**src/rtl/spi3_rx_pkg.sv**
```systemverilog
package spi3_rx_pkg;
  typedef enum logic [1:0] {ST_SCAN, ST_DATA, ST_PAUSE} sched_st_e;

  localparam int BCNT_W = 7;

  // burst quantum in 32-bit words
  function automatic logic [BCNT_W-1:0] burst_words(input logic [1:0] sel);
    case (sel)
      2'b00:   return BCNT_W'(16);
      2'b01:   return BCNT_W'(32);
      default: return BCNT_W'(64);
    endcase
  endfunction
endpackage

```
**src/rtl/spi3_rr_pick.sv**
```systemverilog
module spi3_rr_pick #(
  parameter int NPORT = 4,
  parameter int PW    = $clog2(NPORT)
) (
  input  logic [NPORT-1:0] req_i,
  input  logic [PW-1:0]    start_i,
  output logic             vld_o,
  output logic [PW-1:0]    idx_o
);
  // farthest first so the nearest requester from start_i wins
  always_comb begin
    vld_o = 1'b0;
    idx_o = '0;
    for (int k = NPORT - 1; k >= 0; k--) begin
      automatic int j = (int'(start_i) + k) % NPORT;
      if (req_i[j]) begin
        vld_o = 1'b1;
        idx_o = PW'(j);
      end
    end
  end
endmodule

```
**src/rtl/spi3_word_ctr.sv**
```systemverilog
module spi3_word_ctr #(
  parameter int CW = 7
) (
  input  logic          clk_i,
  input  logic          rst_ni,
  input  logic          clr_i,
  input  logic          inc_i,
  input  logic [CW-1:0] limit_i,
  output logic          last_o
);
  logic [CW-1:0] cnt_q;

  always_ff @(posedge clk_i or negedge rst_ni) begin
    if (!rst_ni)      cnt_q <= '0;
    else if (clr_i)   cnt_q <= '0;
    else if (inc_i)   cnt_q <= cnt_q + CW'(1);
  end

  assign last_o = (cnt_q == limit_i - CW'(1));
endmodule

```
**src/rtl/spi3_gap_timer.sv**
```systemverilog
module spi3_gap_timer #(
  parameter int GW = 4
) (
  input  logic          clk_i,
  input  logic          rst_ni,
  input  logic          load_i,
  input  logic [GW-1:0] val_i,
  input  logic          dec_i,
  output logic          expire_o
);
  logic [GW-1:0] cnt_q;

  always_ff @(posedge clk_i or negedge rst_ni) begin
    if (!rst_ni)                      cnt_q <= '0;
    else if (load_i)                  cnt_q <= val_i;
    else if (dec_i && cnt_q != '0)    cnt_q <= cnt_q - GW'(1);
  end

  assign expire_o = (cnt_q == GW'(1));
endmodule

```
**src/rtl/spi3_rx_sched.sv**
```systemverilog
module spi3_rx_sched
  import spi3_rx_pkg::*;
#(
  parameter int NPORT = 4,
  parameter int DW    = 32,
  parameter int GW    = 4,
  parameter int PW    = $clog2(NPORT)
) (
  input  logic               clk_i,
  input  logic               rst_ni,
  input  logic [NPORT*DW-1:0] fifo_data_i,
  input  logic [NPORT-1:0]   fifo_eop_i,
  input  logic [NPORT*2-1:0] fifo_mod_i,
  input  logic [NPORT-1:0]   fifo_empty_i,
  output logic [NPORT-1:0]   fifo_pop_o,
  input  logic [NPORT-1:0]   port_en_i,
  input  logic [1:0]         burst_sel_i,
  input  logic [GW-1:0]      pause_i,
  output logic [DW-1:0]      rdat_o,
  output logic               rval_o,
  output logic               rsx_o,
  output logic               reop_o,
  output logic [1:0]         rmod_o
);
  sched_st_e      st_q;
  logic [PW-1:0]  rr_q, cur_q, rr_nxt, pick_idx;
  logic           pick_vld;
  logic [NPORT-1:0] elig;
  logic           cur_vld, cur_eop, take, last_word, burst_end, gap_expire;
  logic [DW-1:0]  cur_word;
  logic [1:0]     cur_mod;

  assign elig     = port_en_i & ~fifo_empty_i;
  assign cur_vld  = !fifo_empty_i[cur_q];
  assign cur_eop  = fifo_eop_i[cur_q];
  assign cur_word = fifo_data_i[int'(cur_q)*DW +: DW];
  assign cur_mod  = fifo_mod_i[int'(cur_q)*2 +: 2];
  assign take     = (st_q == ST_DATA) && cur_vld;
  assign burst_end = take && (cur_eop || last_word);
  assign rr_nxt   = (cur_q == PW'(NPORT - 1)) ? '0 : cur_q + PW'(1);

  for (genvar p = 0; p < NPORT; p++) begin : g_pop
    assign fifo_pop_o[p] = take && (cur_q == PW'(p));
  end

  spi3_rr_pick #(.NPORT(NPORT), .PW(PW)) u_pick (
    .req_i   (elig),
    .start_i (rr_q),
    .vld_o   (pick_vld),
    .idx_o   (pick_idx)
  );

  spi3_word_ctr #(.CW(BCNT_W)) u_wctr (
    .clk_i   (clk_i),
    .rst_ni  (rst_ni),
    .clr_i   (st_q == ST_SCAN),
    .inc_i   (take),
    .limit_i (burst_words(burst_sel_i)),
    .last_o  (last_word)
  );

  spi3_gap_timer #(.GW(GW)) u_gap (
    .clk_i    (clk_i),
    .rst_ni   (rst_ni),
    .load_i   (burst_end),
    .val_i    (pause_i),
    .dec_i    (st_q == ST_PAUSE),
    .expire_o (gap_expire)
  );

  always_ff @(posedge clk_i or negedge rst_ni) begin
    if (!rst_ni) begin
      st_q   <= ST_SCAN;
      rr_q   <= '0;
      cur_q  <= '0;
      rdat_o <= '0;
      rval_o <= 1'b0;
      rsx_o  <= 1'b0;
      reop_o <= 1'b0;
      rmod_o <= 2'b00;
    end else begin
      rdat_o <= '0;
      rval_o <= 1'b0;
      rsx_o  <= 1'b0;
      reop_o <= 1'b0;
      rmod_o <= 2'b00;
      unique case (st_q)
        ST_SCAN: if (pick_vld) begin
          rsx_o  <= 1'b1;
          rdat_o <= DW'(pick_idx);
          cur_q  <= pick_idx;
          st_q   <= ST_DATA;
        end
        ST_DATA: if (take) begin
          rval_o <= 1'b1;
          rdat_o <= cur_word;
          reop_o <= cur_eop;
          rmod_o <= cur_eop ? cur_mod : 2'b00;
          if (burst_end) begin
            rr_q <= rr_nxt;
            st_q <= (pause_i != '0) ? ST_PAUSE : ST_SCAN;
          end
        end
        ST_PAUSE: if (gap_expire) st_q <= ST_SCAN;
        default:  st_q <= ST_SCAN;
      endcase
    end
  end
endmodule

```
**config.mk**
```make
export PLATFORM = sky130hd
export DESIGN_NAME = spi3_rx_sched
export DESIGN_NICKNAME = d
export VERILOG_FILES = /design/src/rtl/spi3_rx_pkg.sv /design/src/rtl/spi3_rr_pick.sv /design/src/rtl/spi3_word_ctr.sv /design/src/rtl/spi3_gap_timer.sv /design/src/rtl/spi3_rx_sched.sv
export SDC_FILE = /design/constraint.sdc
export NUM_CORES = 1
export LEC_CHECK = 0
export BUFFER_PORTS_ARGS = -buffer_cell sky130_fd_sc_hd__buf_2
export CAP_MARGIN = 5
export CORE_UTILIZATION = 35
export CTS_BUF_LIST = sky130_fd_sc_hd__clkbuf_16
export DETAILED_ROUTE_END_ITERATION = 10
export PLACE_DENSITY = 0.79
export SLEW_MARGIN = 25
export SYNTH_ARGS = -nofsm -noshare
export SYNTH_HDL_FRONTEND = slang
export SYNTH_SLANG_ARGS = --single-unit
```
**constraint.sdc**
```tcl
create_clock -name clk_i -period 3.8 [get_ports clk_i]
set_input_delay 0.19 -clock clk_i [delete_from_list [all_inputs] [get_ports clk_i]]
set_output_delay 0.19 -clock clk_i [all_outputs]
set_load 0.02 [all_outputs]
```
[Word-level counts from Yosys, hierarchy flattened]
Cells that the tools add are included.
Storage, ports and cells
  output and inout bits: 41
  memory bits (writable): 0
  memories: 0
  bits in registers: 54
  ROM bits: 0
  bits in latches: 0
Operators by class
  order comparisons: 5
  add/subtract/negate cells: 7
  bitwise operators: 5
  shifts and indexed selects: 2
  reduce and logical (&&, ||, !) cells: 22
  multiply operators: 0
  muxes and demuxes: 47
  divide/modulo/power cells: 0
  equal/unequal tests: 12
Operators by type and width (number)
  128-bit by 8-bit variable part select with 32-bit output: 1
  32-bit case mux with 2 select lines: 1
  32-bit 2-to-1 mux: 1
  2-bit 2-to-1 mux: 14
  1-bit 2-to-1 mux: 19
  7-bit 2-to-1 mux: 2
  7-bit case mux with 2 select lines: 1
  1-bit binary-select mux with 2-bit select: 6
  3-bit by 4-bit < comparator with 1-bit output, second input constant: 3
  4-bit 2-to-1 mux: 2
  2-bit != test, second input constant: 4
  4-bit nonzero test: 2
  8-bit by 4-bit variable part select with 2-bit output: 1
  7-bit by 1-bit adder with 7-bit output, second input constant: 1
  7-bit equality test: 1
  1-bit logical AND: 7
  7-bit by 1-bit subtractor with 7-bit output, second input constant: 1
  2-bit by 1-bit equality test with 1-bit output, second input constant: 3
  2-bit equality test, second input constant: 3
  2-bit logical NOT: 3
  2-bit by 3-bit < comparator with 1-bit output, second input constant: 2
  2-bit case mux with 3 select lines: 1
  2-bit OR reduction: 3
  2-bit by 1-bit adder with 2-bit output, second input constant: 2
  12 further kinds: 16

[Longest topological paths before layout]
Gate-level depths: netlist (run 1).
  depth after elaboration: 12
  mapped depth: 9
  depth with buffers taken out: 6

[Modules after synthesis]
Synthesis (run 1) repeated with hierarchy kept, for this count alone.
Unflattened totals
  cell total of the unflattened synthesis: 277
  area, all modules: 3388.2 sq um
By module, submodules not included
  spi3_rx_sched: times used 1, area each 2517.4 sq um, cells each 180, seq. area each 1076.0 sq um
  spi3_word_ctr: times used 1, area each 510.5 sq um, cells each 55, seq. area each 175.2 sq um
  spi3_gap_timer: times used 1, area each 282.8 sq um, cells each 29, seq. area each 100.1 sq um
  spi3_rr_pick: times used 1, area each 77.6 sq um, cells each 13, seq. area each 0.0 sq um

[Least setup slack after synthesis (run 1)]
No wires, ideal clock.
  path kind: reg2out
  start: reg cur_q[0]
  end: out fifo_pop_o[0]
  path buffers: 2
  data arrival time: 1722 ps
  cell stages (with the launch flop): 7
  path slack: 1888 ps
  path through: dfrtp_1 > mux4_2 > or2_1 > buf_6 > inv_2 > clkbuf_1 > and2_1
Between the ends
  word-level cells in the longest chain between the ends: 5
  elaborated cells on any way between the ends: 6
  classes of those cells: 2 x mux; 4 x reduce/logical
RTL lines
  start: declaration: RTL line spi3_rx_sched.sv:26  | logic [PW-1:0] rr_q, cur_q, rr_nxt, pick_idx;
  start signal: assignment: RTL line spi3_rx_sched.sv:91  | cur_q <= pick_idx;
  1-bit binary-select mux with 2-bit select: RTL line spi3_rx_sched.sv:34  | assign cur_vld = !fifo_empty_i[cur_q];
  1-bit 2-to-1 mux (not written as such): RTL line spi3_rx_sched.sv:34
  1-bit logical NOT: RTL line spi3_rx_sched.sv:34
  1-bit logical AND: RTL line spi3_rx_sched.sv:38  | assign take = (st_q == ST_DATA) && cur_vld;
  1-bit logical AND (*): RTL line spi3_rx_sched.sv:43  | assign fifo_pop_o[p] = take && (cur_q == PW'(p));
  end: declaration: RTL line spi3_rx_sched.sv:15  | output logic [NPORT-1:0] fifo_pop_o,
Mark *: on every way between the ends. The rest lies on a longest branch, timed or not. The select of a mux whose other input is x is not followed.

[Worst setup path after layout (run 1)]
  start: reg cur_q[0]
  end: out fifo_pop_o[1]
Same word-level chain as after synthesis.

==> results of run 1 <==
cell families after synthesis:
family / count (synthesis)
buffers and inverters: 23
AND/OR/NAND/NOR: 79
adder cells (fa/ha/maj): 7
flip-flops: 54
XOR/XNOR: 5
AO/OA/AOI/OAI: 26
multiplexers: 42
layout by cell type (no fill, tap or decap), types with 2 or more instances in the layout:
cell       synthesis  layout
o31ai_1            3       3
nor2b_1            4       4
inv_1              8       8
clkinv_2           0       2
nand2_1           10      10
ha_1               7       7
xnor2_1            3       3
nor2_1            12      12
mux2_2             6       6
and3_1             4       4
and2_1            37      37
clkbuf_16          0       5
buf_4              1       3
nand3_1            3       3
a211oi_1           2       2
xor2_1             2       2
o221ai_1           3       3
buf_2              5     196
dfrtp_1           54      52
mux4_2            36      36
o21ai_0            8       8
dfrtp_2            0       2
nand2b_1           5       5
a21oi_1            4       4
final timing paths:
kind                                             startpoint                           to  slack, ns
max in group asynchronous                            rst_ni         cur_q[1]$_DFFE_PN0P_       3.27
worst max-delay path                   cur_q[0]$_DFFE_PN0P_                fifo_pop_o[1]       1.26
worst min register to register  u_wctr.cnt_q[6]$_DFFE_PN0P_  u_wctr.cnt_q[6]$_DFFE_PN0P_       0.49
worst min-delay path                                 rst_ni   u_gap.cnt_q[1]$_DFFE_PN0P_       0.03
min in group clk_i                               pause_i[3]   u_gap.cnt_q[3]$_DFFE_PN0P_       0.15
worst max register to register         cur_q[0]$_DFFE_PN0P_  u_wctr.cnt_q[5]$_DFFE_PN0P_       1.48
critical path: stages, from the launching register on:
cell	delay [ns]
dfrtp_2	0.37
mux4_2	0.49
or2_1	0.34
inv_2	0.49
and2_1	0.22
buf_2	0.16
state kept, by name (all words and copies together) (netlist names):
signal and cells:
cur_q 2, rdat_o 32, reop_o 1, rmod_o 2
rr_q 2, rsx_o 1, rval_o 1, st_q 2
u_gap.cnt_q 4, u_wctr.cnt_q 7
report_power, final:
part	switching (W)	internal [W]	leakage, nW	total [W]
clock	0.000194	0.000238	0.0694	0.000433
sequential	0.0000955	0.000795	0.709	0.000890
combinational	0.000783	0.000667	1.43	0.00145
routing by layer:
| metal | share of wire | vias up | global-route usage |
|---|---|---|---|
| met5 | 0 | - | 0 |
| met4 | 0.019 | 0 | 0.0697 |
| met3 | 0.072 | 15 | 0.0419 |
| met2 | 0.54 | 125 | 0.372 |
| met1 | 0.37 | 1292 | 0.201 |
| li1 | - | 1243 | - |
layout make-up:
type,count,share of cell area
multi-input combinational,159,0.380
clock buffer,5,0.0292
timing repair buffer,199,0.234
inverter,9,0.00789
tap,105,0.0307
sequential,54,0.316
clock inverter,2,0.00234
per-stage QoR:
stage / cells / util
floorplan: 236 / -
global placement: 526 / 0.495
detailed placement: 526 / 0.495
CTS: 533 / 0.511
global route: 533 / 0.511
finish: 533 / 0.511
==> results.ini, run 1 <==
[timing]
setup_ws_ns=1.26
finalCritPeriodShare=0.669
setup_viol_count_final=0
period_needed_ns=2.54
drv_slew=0
worst_pin_slew_ns=0.719
hold_ws_ns=0.0296
finalHoldViolations=0
skew_ns=0.00463
final.setup.tns_ns=0
slew-limit-headroom=0.520
rsz0062_at_grt=no
max_freq_mhz=393

[synthesis]
syn_area_um2=3090
yosysTopAreaCellShare=0.437
synth.area.mux_share=0.284
synth.most_common_cell=dfrtp_1
synth-xor-area-share=0.0142
synth_edf_count=0
syn_nets=399
synth_area_leaders=dfrtp_1, mux4_2, and2_1
synth_commonest_cells=dfrtp_1, and2_1, mux4_2
synth_top_flop_cell=dfrtp_1
synthAdderAreaFrac=0.0283
async_flop_share=1.00
ys_ff_latch=54
synth_top_family_by_area=multiplexers
yosys.area_share.simple=0.141
synth.avg_cell_area_um2=13.1
ys_seq_area_frac=0.437
synth_cell_types=36
synthCells=236
ys_warn_count=0
synth_compound_gate_area_share=0.0587
yosysTopAreaCell=dfrtp_1

[setup_path]
critPathRequiredTime_ns=3.61
reg2reg_depth=6
cp.arrival_ns=2.35
endpoint_kind=output port
crit_fanout=47
worst-setup-path-type=flip-flop to output port
start_kind=flip-flop

[power_and_ir_drop]
powerDensity_nw_per_um2=647
irDropWorstVdd_mv=0.313
power_w=0.00277
p_leak_nw=2.21

[die]
die_y_um=96.0
fp.dieArea_um2=9210
initial_utilization=0.369
die_w_um=96.0
fp.coreArea_um2=8380
rows=33
io_pins=197

[place]
placed_area_um2=4150
place_ws_ns=1.43
dp_hpwl_um=6530
globalplace.congestion=0.788
portBuffers=196

[routing]
viasPerCell=5.02
wire_per_inst_um=15.4
drc=0
drtAntennaViolNets=0
initialDrtViolationCount=69
drt-total-wl_um=8230
vias=2675
drt_pre_antenna_iters=4

[clock_tree]
cts-resized-gates=0
clkTransAtPathRegs_ns=0.07
cts_buffers=5
cts_sinks=54
holdBufCountCts=0
cts_buffer_depth=2
clk_latency_ns=0.28
cts_max_level=2
cts-root-buf=clkbuf_16
tritoncts=done
postCtsSetupBuffers=0

[global_routing]
grt_usage=0.192
grt_max_degree=55
grt_antenna_before_repair=0
grt_pass1_vias=2985
grt_pass1_wl_um=13300
gr-total-overflow=0

[cells_and_area]
syn2layout_area_growth_pct=38.6
layout-drive-gt1-share=0.593
fin_area_um2=4280
layout.nets=591
seq_area_um2=1350
fillCellCount=772
multi_input_area_um2=1630
diodes=0

[outcome]
status=complete, no violations

[run]
drv_cap=0

[worst_hold_path]
hold_path_class=input pin to asynchronous set/reset pin

No activity file was read; power rests on OpenSTA's default activity.
==> run 2, diff against run 1 <==
--- a/config.mk
+++ b/config.mk
@@ -5,12 +5,13 @@
 export SDC_FILE = /design/constraint.sdc
 export NUM_CORES = 1
 export LEC_CHECK = 0
+export ABC_AREA = 1
 export BUFFER_PORTS_ARGS = -buffer_cell sky130_fd_sc_hd__buf_2
 export CAP_MARGIN = 5
 export CORE_UTILIZATION = 35
 export CTS_BUF_LIST = sky130_fd_sc_hd__clkbuf_16
 export DETAILED_ROUTE_END_ITERATION = 10
-export PLACE_DENSITY = 0.79
+export PLACE_DENSITY = 0.77
 export SLEW_MARGIN = 25
 export SYNTH_ARGS = -nofsm -noshare
 export SYNTH_HDL_FRONTEND = slang
==> constraint.sdc (replaced) <==
create_clock -name clk_i -period 2.5 [get_ports clk_i]
set_input_delay 0.125 -clock clk_i [delete_from_list [all_inputs] [get_ports clk_i]]
set_output_delay 0.125 -clock clk_i [all_outputs]
set_load 0.02 [all_outputs]
==> results.ini, run 2 <==
[global_routing]
grt_antenna_before_repair=0
grt_pass1_wl_um=16500
grt_pass1_vias=3647
gr-total-overflow=0
grt_usage=0.205
grt_max_degree=72

[setup_path]
crit_fanout=38
slowest_stage=buf_4
reg2reg_depth=10
cp_cell_sequence=buf_4 > nand3_1 > nand2_2 > nand2_4 > buf_4 > nor2_1 > buf_2
cp.arrival_ns=2.04
start_kind=flip-flop
critPathRequiredTime_ns=2.38
endpoint_kind=output port
crit_family=buffers and inverters
reg2reg_setup_slack_ns=0.62
timing.rr.start=cur_q[1]$_DFFE_PN0P_
crit_start=cur_q[1]$_DFFE_PN0P_
r2r_end=u_gap.cnt_q[3]$_DFFE_PN0P_
path_common_cell=buf_4
crit_buf_inv=3
worst-setup-path-type=flip-flop to output port
critPathCapture=fifo_pop_o[3]
cp.depth=7
cpPeakStageDelay_ns=0.38

[cells_and_area]
final_common_cell=buf_2
layout.nets=836
final_cell_mix=buf_2, nor2_1, o21ai_0, nand2_1, dfrtp_1
final_cell_count_no_fill=803
largest_reg_flops=32
reg_top3=rdat_o (32), u_wctr.cnt_q (7), u_gap.cnt_q (4)
diodes=0
layout-drive-gt1-share=0.353
regMostFlops=rdat_o
syn2layout_area_growth_pct=34.0

[power_and_ir_drop]
clkPwrFrac=0.138
combPwrFrac=0.588
powerDensity_nw_per_um2=1050
p_sw_w=0.00239
intPower_w=0.00247
power.share.switching=0.492
p_leak_nw=2.51
irDropWorstVdd_mv=0.490
seq_power_share=0.274

[timing]
slew-limit-headroom=0.551
setup_viol_count_final=0
period_needed_ns=2.17
skew_ns=0.00542
hold_ws_ns=0.0782
final.setup.tns_ns=0
finalCritPeriodShare=0.866
drv_slew=0
rsz0062_at_grt=no
finalHoldViolations=0
max_freq_mhz=462
setup_ws_ns=0.335
worst_pin_slew_ns=0.674

[place]
dp_hpwl_um=8300
portBuffers=196
dp.cells=794
globalplace.congestion=0.947
place_ws_ns=0.609

[routing]
drt_pre_antenna_iters=4
initialDrtViolationCount=172
drc=0
wire_per_inst_um=13.3
viasPerCell=4.88
drtAntennaViolNets=0
drt-total-wl_um=10700
vias=3919

[clock_tree]
clk_latency_ns=0.29
tritoncts=done
cts_buffer_depth=2
cts-resized-gates=0
clkTransAtPathRegs_ns=0.07
cts_max_level=2
cts_buffers=5
cts_sinks=54
cts-root-buf=clkbuf_16

[die]
fp.coreArea_um2=9420
die_w_um=101
fp.dieArea_um2=10300
initial_utilization=0.367
rows=35
io_pins=197
die_y_um=101

[worst_hold_path]
hold_path_class=input pin to flip-flop

[synthesis]
ys_ff_latch=54
syn_nets=655
synth_top_flop_cell=dfrtp_1
synth_commonest_cells=nor2_1, o21ai_0, dfrtp_1
ys_seq_area_frac=0.391
synth_area_leaders=dfrtp_1, nor2_1, o21ai_0
yosysTopAreaCell=dfrtp_1
synthCells=492
ys_warn_count=0
synth_cell_types=31
syn_area_um2=3450
synth.avg_cell_area_um2=7.02
yosysTopAreaCellShare=0.391
synth.most_common_cell=nor2_1
async_flop_share=1.00
synth_edf_count=0

[outcome]
status=complete, no violations

[run]
drv_cap=0

-- run 2: cell types whose count changed in the layout (fill, tap and decap cells not counted), sizes merged, moves of 5 or more --
cell / change
a21oi: +31
mux2: -6
nor2: +137
inv: +21
nand2: +48
nand2b: -5
nand3: +27
and2: -37
o21ai: +73
mux4: -36
-- run 2: power groups by stage --
stage / Sequential, W / Clock [W] / Combinational (W)
after floorplan: 0.00156 / 0 / 0.00193
after global placement: 0.00134 / 0 / 0.00280
after detailed placement: 0.00135 / 0 / 0.00287
after CTS: 0.00134 / 0.000688 / 0.00288
after global routing: 0.00137 / 0.000725 / 0.00321
final: 0.00133 / 0.000669 / 0.00286
-- run 2: cell families after synthesis --
kind of cell / synth area share
AND/OR/NAND/NOR: 0.287
flip-flops: 0.391
AO/OA/AOI/OAI: 0.200
adder cells (fa/ha/maj): 0.0254
buffers and inverters: 0.0815
XOR/XNOR: 0.0152
-- run 2: how the worst min path moves through the flow --
stage	end	depth (start not counted)	start
finish	u_gap.cnt_q[0]$_DFFE_PN0P_	3	pause_i[0]
global placement	st_q[1]$_DFFE_PN0P_	1	rst_ni
global route	u_gap.cnt_q[0]$_DFFE_PN0P_	3	pause_i[0]
detailed placement	st_q[0]$_DFFE_PN0P_	1	rst_ni
floorplan	cur_q[0]$_DFFE_PN0P_	0	rst_ni
CTS	u_gap.cnt_q[0]$_DFFE_PN0P_	3	pause_i[0]
-- run 2: layout make-up --
type / instances / area [µm²]
clock inverter: 3 / 12.5
inverter: 30 / 120
timing repair buffer: 203 / 1040
tap: 129 / 161
fill: 919 / 4790
clock buffer: 5 / 125
multi-input combinational: 379 / 1820
sequential: 54 / 1350
-- run 2: per-stage QoR --
step	utilization	instance area [µm²]	power, W
global placement	0.476	4480	0.00413
detailed placement	0.476	4480	0.00422
global route	0.492	4630	0.00530
floorplan	-	3450	0.00349
CTS	0.492	4630	0.00490
finish	0.492	4630	0.00486
-- run 2: repair_timing --
action	in CTS	in global routing
hold endpoints to repair	28	0
hold buffers	1	0
setup buffers	0	0
-- run 2: worst register-to-register path, stage by stage, from the launching register on --
cell and delay (ns):
dfrtp_1 0.36, buf_4 0.38, nand3_1 0.16, nand2_2 0.10, nand2_4 0.18, inv_6 0.17
nand2_2 0.09, nand2_4 0.13, inv_2 0.06, nand3_1 0.07, nand3_1 0.07
-- run 2: layer usage --
metal,share of wire,vias to the layer above,GRT usage
met3,0.059,11,0.0345
met2,0.51,155,0.387
met5,0,-,0
met4,0.0076,0,0.0491
met1,0.42,1793,0.240
li1,-,1960,-
